### config.mk
export PLATFORM = sky130hd
export DESIGN_NAME = lsu_core
export DESIGN_NICKNAME = d
export VERILOG_FILES = /design/src/rtl/lsu_pkg.sv /design/src/rtl/lsu_agen.sv /design/src/rtl/lsu_wait_ctr.sv /design/src/rtl/lsu_merge.sv /design/src/rtl/lsu_core.sv
export SDC_FILE = /design/constraint.sdc
export NUM_CORES = 1
export LEC_CHECK = 0
export BUFFER_PORTS_ARGS = -buffer_cell sky130_fd_sc_hd__clkbuf_2
export CAP_MARGIN = 20
export CORE_MARGIN = 4
export CORE_UTILIZATION = 40
export CTS_CLUSTER_SIZE = 24
export DETAILED_ROUTE_END_ITERATION = 10
export GPL_ROUTABILITY_DRIVEN = 0
export PLACE_DENSITY = 0.7
export SLEW_MARGIN = 15
export SYNTH_ARGS = -nofsm -noshare
export SYNTH_HDL_FRONTEND = slang
export SYNTH_SLANG_ARGS = --single-unit
### constraint.sdc
create_clock -name clk -period 2 [get_ports clk]
set_input_delay 0.3 -clock clk [delete_from_list [all_inputs] [get_ports clk]]
set_output_delay 0.3 -clock clk [all_outputs]
set_load 0.005 [all_outputs]
### src/rtl/lsu_pkg.sv
package lsu_pkg;

  parameter int unsigned XLEN   = 32;
  parameter int unsigned OFFW   = 16;
  localparam int unsigned HALFW = 16;
  localparam int unsigned BYTEW = 8;

  typedef enum logic [1:0] {
    OP_LDW = 2'b00,
    OP_STW = 2'b01,
    OP_SHH = 2'b10,
    OP_SHB = 2'b11
  } lsu_op_e;

  // unsigned widening of the offset
  function automatic logic [XLEN-1:0] widen_off(input logic [OFFW-1:0] off);
    return {{(XLEN-OFFW){1'b0}}, off};
  endfunction

  function automatic logic [XLEN-1:0] eff_addr(input logic [XLEN-1:0] base,
                                              input logic [OFFW-1:0] off);
    return base + widen_off(off);
  endfunction

  // write-back value for each op
  function automatic logic [XLEN-1:0] shift_merge(input lsu_op_e op,
                                                 input logic [XLEN-1:0] dst,
                                                 input logic [XLEN-1:0] src);
    logic [XLEN-1:0] r;
    case (op)
      OP_LDW:  r = src;
      OP_SHH:  r = {dst[XLEN-HALFW-1:0], src[HALFW-1:0]};
      OP_SHB:  r = {dst[XLEN-BYTEW-1:0], src[BYTEW-1:0]};
      default: r = '0;
    endcase
    return r;
  endfunction

endpackage

### src/rtl/lsu_agen.sv
module lsu_agen
  import lsu_pkg::*;
#(
  parameter int unsigned IDXW       = 5,
  parameter int unsigned FAST_WAIT  = 2,
  parameter int unsigned SLOW_WAIT  = 5,
  parameter int unsigned REGION_BIT = XLEN-1,
  parameter int unsigned CNTW       = 3
) (
  input  logic [IDXW-1:0] base_idx,
  input  logic [XLEN-1:0] base_val,
  input  logic [OFFW-1:0] offset,
  output logic [XLEN-1:0] ea,
  output logic            use_imm,
  output logic [XLEN-1:0] imm_val,
  output logic [CNTW-1:0] wait_cnt
);

  localparam logic [CNTW-1:0] FAST_CNT = CNTW'(FAST_WAIT);
  localparam logic [CNTW-1:0] SLOW_CNT = CNTW'(SLOW_WAIT);

  always_comb begin
    ea       = eff_addr(base_val, offset);
    use_imm  = (base_idx == '0);
    imm_val  = widen_off(offset);
    wait_cnt = ea[REGION_BIT] ? SLOW_CNT : FAST_CNT;
  end

endmodule

### src/rtl/lsu_wait_ctr.sv
module lsu_wait_ctr #(
  parameter int unsigned CNTW = 3
) (
  input  logic            clk,
  input  logic            rst_n,
  input  logic            load,
  input  logic [CNTW-1:0] load_val,
  output logic            busy,
  output logic            done
);

  logic [CNTW-1:0] cnt;

  assign done = busy && (cnt == '0);

  always_ff @(posedge clk or negedge rst_n) begin
    if (!rst_n) begin
      busy <= 1'b0;
      cnt  <= '0;
    end else if (load) begin
      busy <= 1'b1;
      cnt  <= load_val;
    end else if (busy) begin
      if (cnt == '0) busy <= 1'b0;
      else           cnt  <= cnt - 1'b1;
    end
  end

  // the wait count steps down by one each cycle while busy
  a_r5_count_down: assert property (@(posedge clk) disable iff (!rst_n)
    (busy && cnt != '0) |=> (busy && cnt == $past(cnt) - 1'b1));

  // never reloaded while an access is pending
  a_r7_no_reload: assert property (@(posedge clk) disable iff (!rst_n)
    load |-> !busy);

  // the final wait cycle ends the access
  a_r6_done_ends: assert property (@(posedge clk) disable iff (!rst_n)
    done |=> !busy || load);

endmodule

### src/rtl/lsu_merge.sv
module lsu_merge
  import lsu_pkg::*;
(
  input  lsu_op_e         op,
  input  logic [XLEN-1:0] dst_old,
  input  logic [XLEN-1:0] src,
  output logic [XLEN-1:0] result
);

  always_comb result = shift_merge(op, dst_old, src);

endmodule

### src/rtl/lsu_core.sv
module lsu_core
  import lsu_pkg::*;
#(
  parameter int unsigned IDXW      = 5,
  parameter int unsigned FAST_WAIT = 2,
  parameter int unsigned SLOW_WAIT = 5
) (
  input  logic             clk,
  input  logic             rst_n,
  input  logic             req_valid,
  output logic             req_ready,
  input  logic [1:0]       req_op,
  input  logic [IDXW-1:0]  req_base_idx,
  input  logic [XLEN-1:0]  req_base_val,
  input  logic [OFFW-1:0]  req_offset,
  input  logic [XLEN-1:0]  req_dst_old,
  input  logic [XLEN-1:0]  req_wdata,
  output logic             rsp_valid,
  output logic [XLEN-1:0]  rsp_data,
  output logic             mem_en,
  output logic             mem_we,
  output logic [XLEN-1:0]  mem_addr,
  output logic [XLEN-1:0]  mem_wdata,
  input  logic [XLEN-1:0]  mem_rdata
);

  localparam int unsigned MAX_WAIT = (FAST_WAIT > SLOW_WAIT) ? FAST_WAIT : SLOW_WAIT;
  localparam int unsigned CNTW     = $clog2(MAX_WAIT + 1);

  // named internal events
  logic            accept;
  logic            use_imm;
  logic            bus_start;
  logic            bus_busy;
  logic            bus_done;
  logic [XLEN-1:0] ea;
  logic [XLEN-1:0] imm_val;
  logic [CNTW-1:0] wait_cnt;

  lsu_op_e         op_q;
  logic [XLEN-1:0] dst_q;
  logic [XLEN-1:0] ea_q;
  logic [XLEN-1:0] wdata_q;

  lsu_op_e         mrg_op;
  logic [XLEN-1:0] mrg_dst;
  logic [XLEN-1:0] mrg_src;
  logic [XLEN-1:0] mrg_out;

  lsu_agen #(
    .IDXW      (IDXW),
    .FAST_WAIT (FAST_WAIT),
    .SLOW_WAIT (SLOW_WAIT),
    .REGION_BIT(XLEN-1),
    .CNTW      (CNTW)
  ) u_agen (
    .base_idx (req_base_idx),
    .base_val (req_base_val),
    .offset   (req_offset),
    .ea       (ea),
    .use_imm  (use_imm),
    .imm_val  (imm_val),
    .wait_cnt (wait_cnt)
  );

  assign req_ready = !bus_busy;
  assign accept    = req_valid && req_ready;
  assign bus_start = accept && !use_imm;

  lsu_wait_ctr #(.CNTW(CNTW)) u_wait (
    .clk     (clk),
    .rst_n   (rst_n),
    .load    (bus_start),
    .load_val(wait_cnt),
    .busy    (bus_busy),
    .done    (bus_done)
  );

  // accept and done never coincide: ready is low while busy
  always_comb begin
    if (bus_done) begin
      mrg_op  = op_q;
      mrg_dst = dst_q;
      mrg_src = mem_rdata;
    end else begin
      mrg_op  = lsu_op_e'(req_op);
      mrg_dst = req_dst_old;
      mrg_src = imm_val;
    end
  end

  lsu_merge u_merge (
    .op     (mrg_op),
    .dst_old(mrg_dst),
    .src    (mrg_src),
    .result (mrg_out)
  );

  always_ff @(posedge clk or negedge rst_n) begin
    if (!rst_n) begin
      op_q    <= OP_LDW;
      dst_q   <= '0;
      ea_q    <= '0;
      wdata_q <= '0;
    end else if (bus_start) begin
      op_q    <= lsu_op_e'(req_op);
      dst_q   <= req_dst_old;
      ea_q    <= ea;
      wdata_q <= req_wdata;
    end
  end

  always_ff @(posedge clk or negedge rst_n) begin
    if (!rst_n) begin
      rsp_valid <= 1'b0;
      rsp_data  <= '0;
    end else begin
      rsp_valid <= bus_done || (accept && use_imm);
      if (bus_done || (accept && use_imm)) rsp_data <= mrg_out;
    end
  end

  assign mem_en    = bus_busy;
  assign mem_we    = bus_busy && (op_q == OP_STW);
  assign mem_addr  = ea_q;
  assign mem_wdata = wdata_q;

  // constant path answers next cycle without the bus
  a_r2_imm_next: assert property (@(posedge clk) disable iff (!rst_n)
    (accept && use_imm) |=> (rsp_valid && !mem_en));

  // bus address is base plus unsigned offset
  a_r1_addr: assert property (@(posedge clk) disable iff (!rst_n)
    (accept && !use_imm) |=>
      (mem_en && mem_addr == $past(req_base_val) + {16'h0000, $past(req_offset)}));

  // no request accepted while the bus is in use
  a_r7_ready_low: assert property (@(posedge clk) disable iff (!rst_n)
    mem_en |-> !req_ready);

  // address held stable through the access
  a_r9_addr_stable: assert property (@(posedge clk) disable iff (!rst_n)
    (mem_en && $past(mem_en)) |-> $stable(mem_addr));

  // store through register 0 writes nothing and returns zero
  a_r8_store_nop: assert property (@(posedge clk) disable iff (!rst_n)
    (accept && use_imm && req_op == 2'b01) |=> (rsp_data == '0 && !mem_we));

  // a response is never overlapped by a pending access start
  a_r7_rsp_single: assert property (@(posedge clk) disable iff (!rst_n)
    (rsp_valid && $past(mem_en)) |-> !mem_en || $past(accept));

endmodule

==> reports/qor.yml <==
critical_path:
  critical_path_class: "reg2reg"
  start_kind: "register"
  r2r-start: "u_wait.cnt[1]"
  cp.required_ps: 2300
  endpoint: "rsp_data[26]"
  r2r-end: "rsp_data[26]"
  startpoint: "u_wait.cnt[1]"
  path_max_fanout: 7
  r2r_cells: 13
  worstPathArrival_ps: 2360
  ff2ff_setup_slack_ps: -60
  cp-end-kind: "register"
logic_synthesis:
  ys_seq_area_share_pct: 47.1
  syn-instance-count: 780
  syn_area_um2: 6750
  synth_ff_type: "dfrtp_1"
  synth_top_area_cell: "dfrtp_1"
  synth.distinct_cells: 50
  yosysWarnings: 0
  synth_nets: 953
  synth_edf_count: 0
  ys_top_cells_by_area: "dfrtp_1 47%, nand2_1 17%, mux2i_1 5.0%"
  avgSynthCellArea_um2: 8.65
  synth-seq-cells: 127
  netlist.area_leader.share_pct: 47.1
  async_reset_ff_share_pct: 100
cells_and_area:
  fin_util_pct: 60.5
  nets: 1276
  stdcell_count: 1336
  regArea_um2: 3180
  fill_cells: 1473
  multi_input_area_um2: 3800
  syn_to_final_growth_pct: 48.7
  final_area_um2: 10000
  antennaDiodeCount: 0
  layout-drive-gt1-share_pct: 40.0
pwr:
  p_clk_share_pct: 23.3
  pwr-share-seq_pct: 35.0
  p_sw_w: 0.00477
  p_int_w: 0.00808
  p_leak_nw: 5.03
  max-vdd-ir-drop_uv: 703
  sw_frac_of_total_pct: 37.1
  p_per_area_nw_per_um2: 1280
  share_comb_of_total_power_pct: 41.7
sta:
  max_freq_mhz: 484
  maxSlewViolCount: 0
  timing.final.crit_share_pct: 103
  final_hold_viol_count: 0
  tightest_slew_ps: 594
  setup_ws_ps: -64.2
  period_minus_slack_ps: 2060
  slew_headroom_pct: 60.3
  setup_viol: 23
  grt_setup_unrepaired: "yes"
  fin_skew_ps: 12.3
floorplan:
  fp.dieW_um: 138
  die_h_um: 138
  core_area_um2: 16600
  start_util_pct: 40.7
  ios: 254
  rows: 47
  die_area_um2: 19000
global_route:
  grt_max_degree: 44
  grt_remaining_overflow: 0
  antenna_found_initial: 0
  grt_pass1_vias: 6558
  grt_usage_pct: 22.8
  grt_pass1_wl_um: 33400
drt:
  wl_per_cell_um: 16.3
  drc: 0
  dr.pass1.iters: 5
  drtIter0Drc: 359
  ant_nets: 0
  vias_per_cell: 5.05
  vias: 6743
  wl_um: 21800
cts:
  clockBufferDepth: 2
  cts_max_level: 4
  cts_tree: "done"
  clkTransAtPathRegs_ps: 60
  root_buffer: "clkbuf_16"
  cts_buffers: 17
  clock-sinks: 127
  clk-insertion-delay-late_ps: 420
min_path:
  hold_class: "in2reg"
placement:
  place_area_um2: 8980
  dp.cells: 1298
  hpwlAfterDp_um: 16600
  io_buffers: 245
flow_run:
  max_cap_violations: 0
run_status:
  violations: "negative setup slack"
  outcome: "finished with violations"
==> cell families after synthesis <==
family | Yosys count | synth area share (%)
AOI/OAI and AO/OA | 154 | 14.4
xor gates and xnor gates | 31 | 4.02
adders and majority gates | 19 | 3.64
buffers and inverters | 48 | 3.13
DFF | 127 | 47.1
muxes | 36 | 5.60
and+or+nand+nor | 365 | 22.1
==> layout by cell type (no fill, tap or decap), types with 4 or more instances in the layout <==
| master | Yosys | final |
|---|---|---|
| ha_4 | 0 | 4 |
| buf_4 | 0 | 75 |
| a32oi_2 | 0 | 6 |
| clkbuf_16 | 0 | 17 |
| mux2i_4 | 1 | 14 |
| dfrtp_1 | 127 | 127 |
| ha_1 | 18 | 14 |
| o221ai_2 | 0 | 6 |
| xnor2_1 | 12 | 12 |
| a32oi_1 | 16 | 10 |
| buf_6 | 3 | 10 |
| nand3_2 | 0 | 4 |
| nand2_1 | 301 | 296 |
| nand3_1 | 17 | 11 |
| nand4_1 | 9 | 9 |
| nand2_4 | 0 | 4 |
| clkinv_4 | 0 | 4 |
| o21a_1 | 10 | 10 |
| xor2_1 | 19 | 19 |
| nor3_1 | 7 | 6 |
| o21ai_1 | 16 | 21 |
| clkbuf_2 | 0 | 244 |
| mux2i_2 | 0 | 7 |
| inv_2 | 1 | 5 |
| buf_12 | 0 | 11 |
| nor2_1 | 16 | 15 |
| mux2i_1 | 34 | 14 |
| o21ai_0 | 54 | 48 |
| a21oi_1 | 21 | 21 |
| clkinvlp_4 | 0 | 6 |
==> registers in the layout, summed over array words and instances (netlist names) <==
name / cells
rsp_valid: 1
mem_wdata: 32
u_wait.cnt: 3
u_wait.busy: 1
mem_addr: 32
op_q: 2
rsp_data: 32
dst_q: 24
==> layout make-up <==
class,count,share of cell area (%)
multi-input cells,605,37.9
flip-flops and latches,127,31.7
repair buffers,344,21.7
clock buffers,18,4.38
well taps,220,2.74
clock inverters,14,1.36
inverters,8,0.299
==> cell usage after synthesis (all sizes together), types with 3 or more instances <==
master  number
nand2      303
dfrtp      127
o21ai       71
mux2i       35
clkbuf      29
a21oi       24
xor2        19
ha          18
nand3       17
a32oi       16
nor2        16
xnor2       12
buf         11
o21a        10
nand4        9
nor3         9
o221ai       8
inv          7
a31oi        5
a21o         3
o211ai       3
==> worst min-delay path by stage <==
stage          slack [ps]     startpoint            end  depth (start not counted)
2_1_floorplan           4          rst_n       dst_q[0]                          0
3_3_place_gp          240          rst_n    rsp_data[7]                          1
3_5_place_dp          240          rst_n    rsp_data[7]                          1
4_1_cts                40  req_wdata[15]  mem_wdata[15]                          3
5_1_grt                50  req_wdata[16]  mem_wdata[16]                          3
6_report               60  req_wdata[15]  mem_wdata[15]                          3
==> timing repair <==
item,4_1_cts,5_1_grt
hold endpoints to repair,35,0
pin swaps,21,7
gates cloned,2,0
hold buffers,1,0
setup buffers,1,2
setup endpoints to repair,32,36
resized for setup,46,43
==> per-layer routing <==
| layer | vias up | wire, um | GRT usage [%] | part of all wire (%) |
|---|---|---|---|---|
| met5 | - | 0 | 0 | 0 |
| met2 | 250 | 10500 | 36.7 | 48 |
| met1 | 3139 | 9000 | 29.1 | 41 |
| li1 | 3322 | - | - | - |
| met3 | 32 | 1840 | 6.89 | 8.4 |
| met4 | 0 | 540 | 8.29 | 2.5 |
==> power by group through the flow <==
stage / clock (W) / combinational (W) / sequential, W
global placement: 0 / 0.00476 / 0.00444
CTS: 0.00306 / 0.00516 / 0.00447
detailed placement: 0 / 0.00490 / 0.00445
global route: 0.00319 / 0.00599 / 0.00464
finish: 0.00300 / 0.00536 / 0.00450
floorplan: 0 / 0.00239 / 0.00445
==> through the flow <==
step           setup TNS (ps)  hold WS, ps  power, W  setup slack (ps)
2_1_floorplan           -8.71         4.41   0.00683             -8.71
3_3_place_gp            -8940          241   0.00919              -303
3_5_place_dp            -9070          241   0.00935              -333
4_1_cts                 -1010         44.2    0.0127             -75.3
5_1_grt                 -2890         53.9    0.0138              -153
6_report                 -773         58.6    0.0129             -64.2
==> worst max-delay path: stages, from the launching register on <==
cell and delay, ps:
dfrtp_1 390, inv_2 80, ha_4 140, inv_2 40, buf_6 110, nor3_4 160
buf_6 160, buf_6 130, nand2_4 60, nand2_4 120, buf_8 160, nand3_2 80
a32oi_2 230, o21ai_1 80
Note: power is estimated with default switching activity, not from simulation.
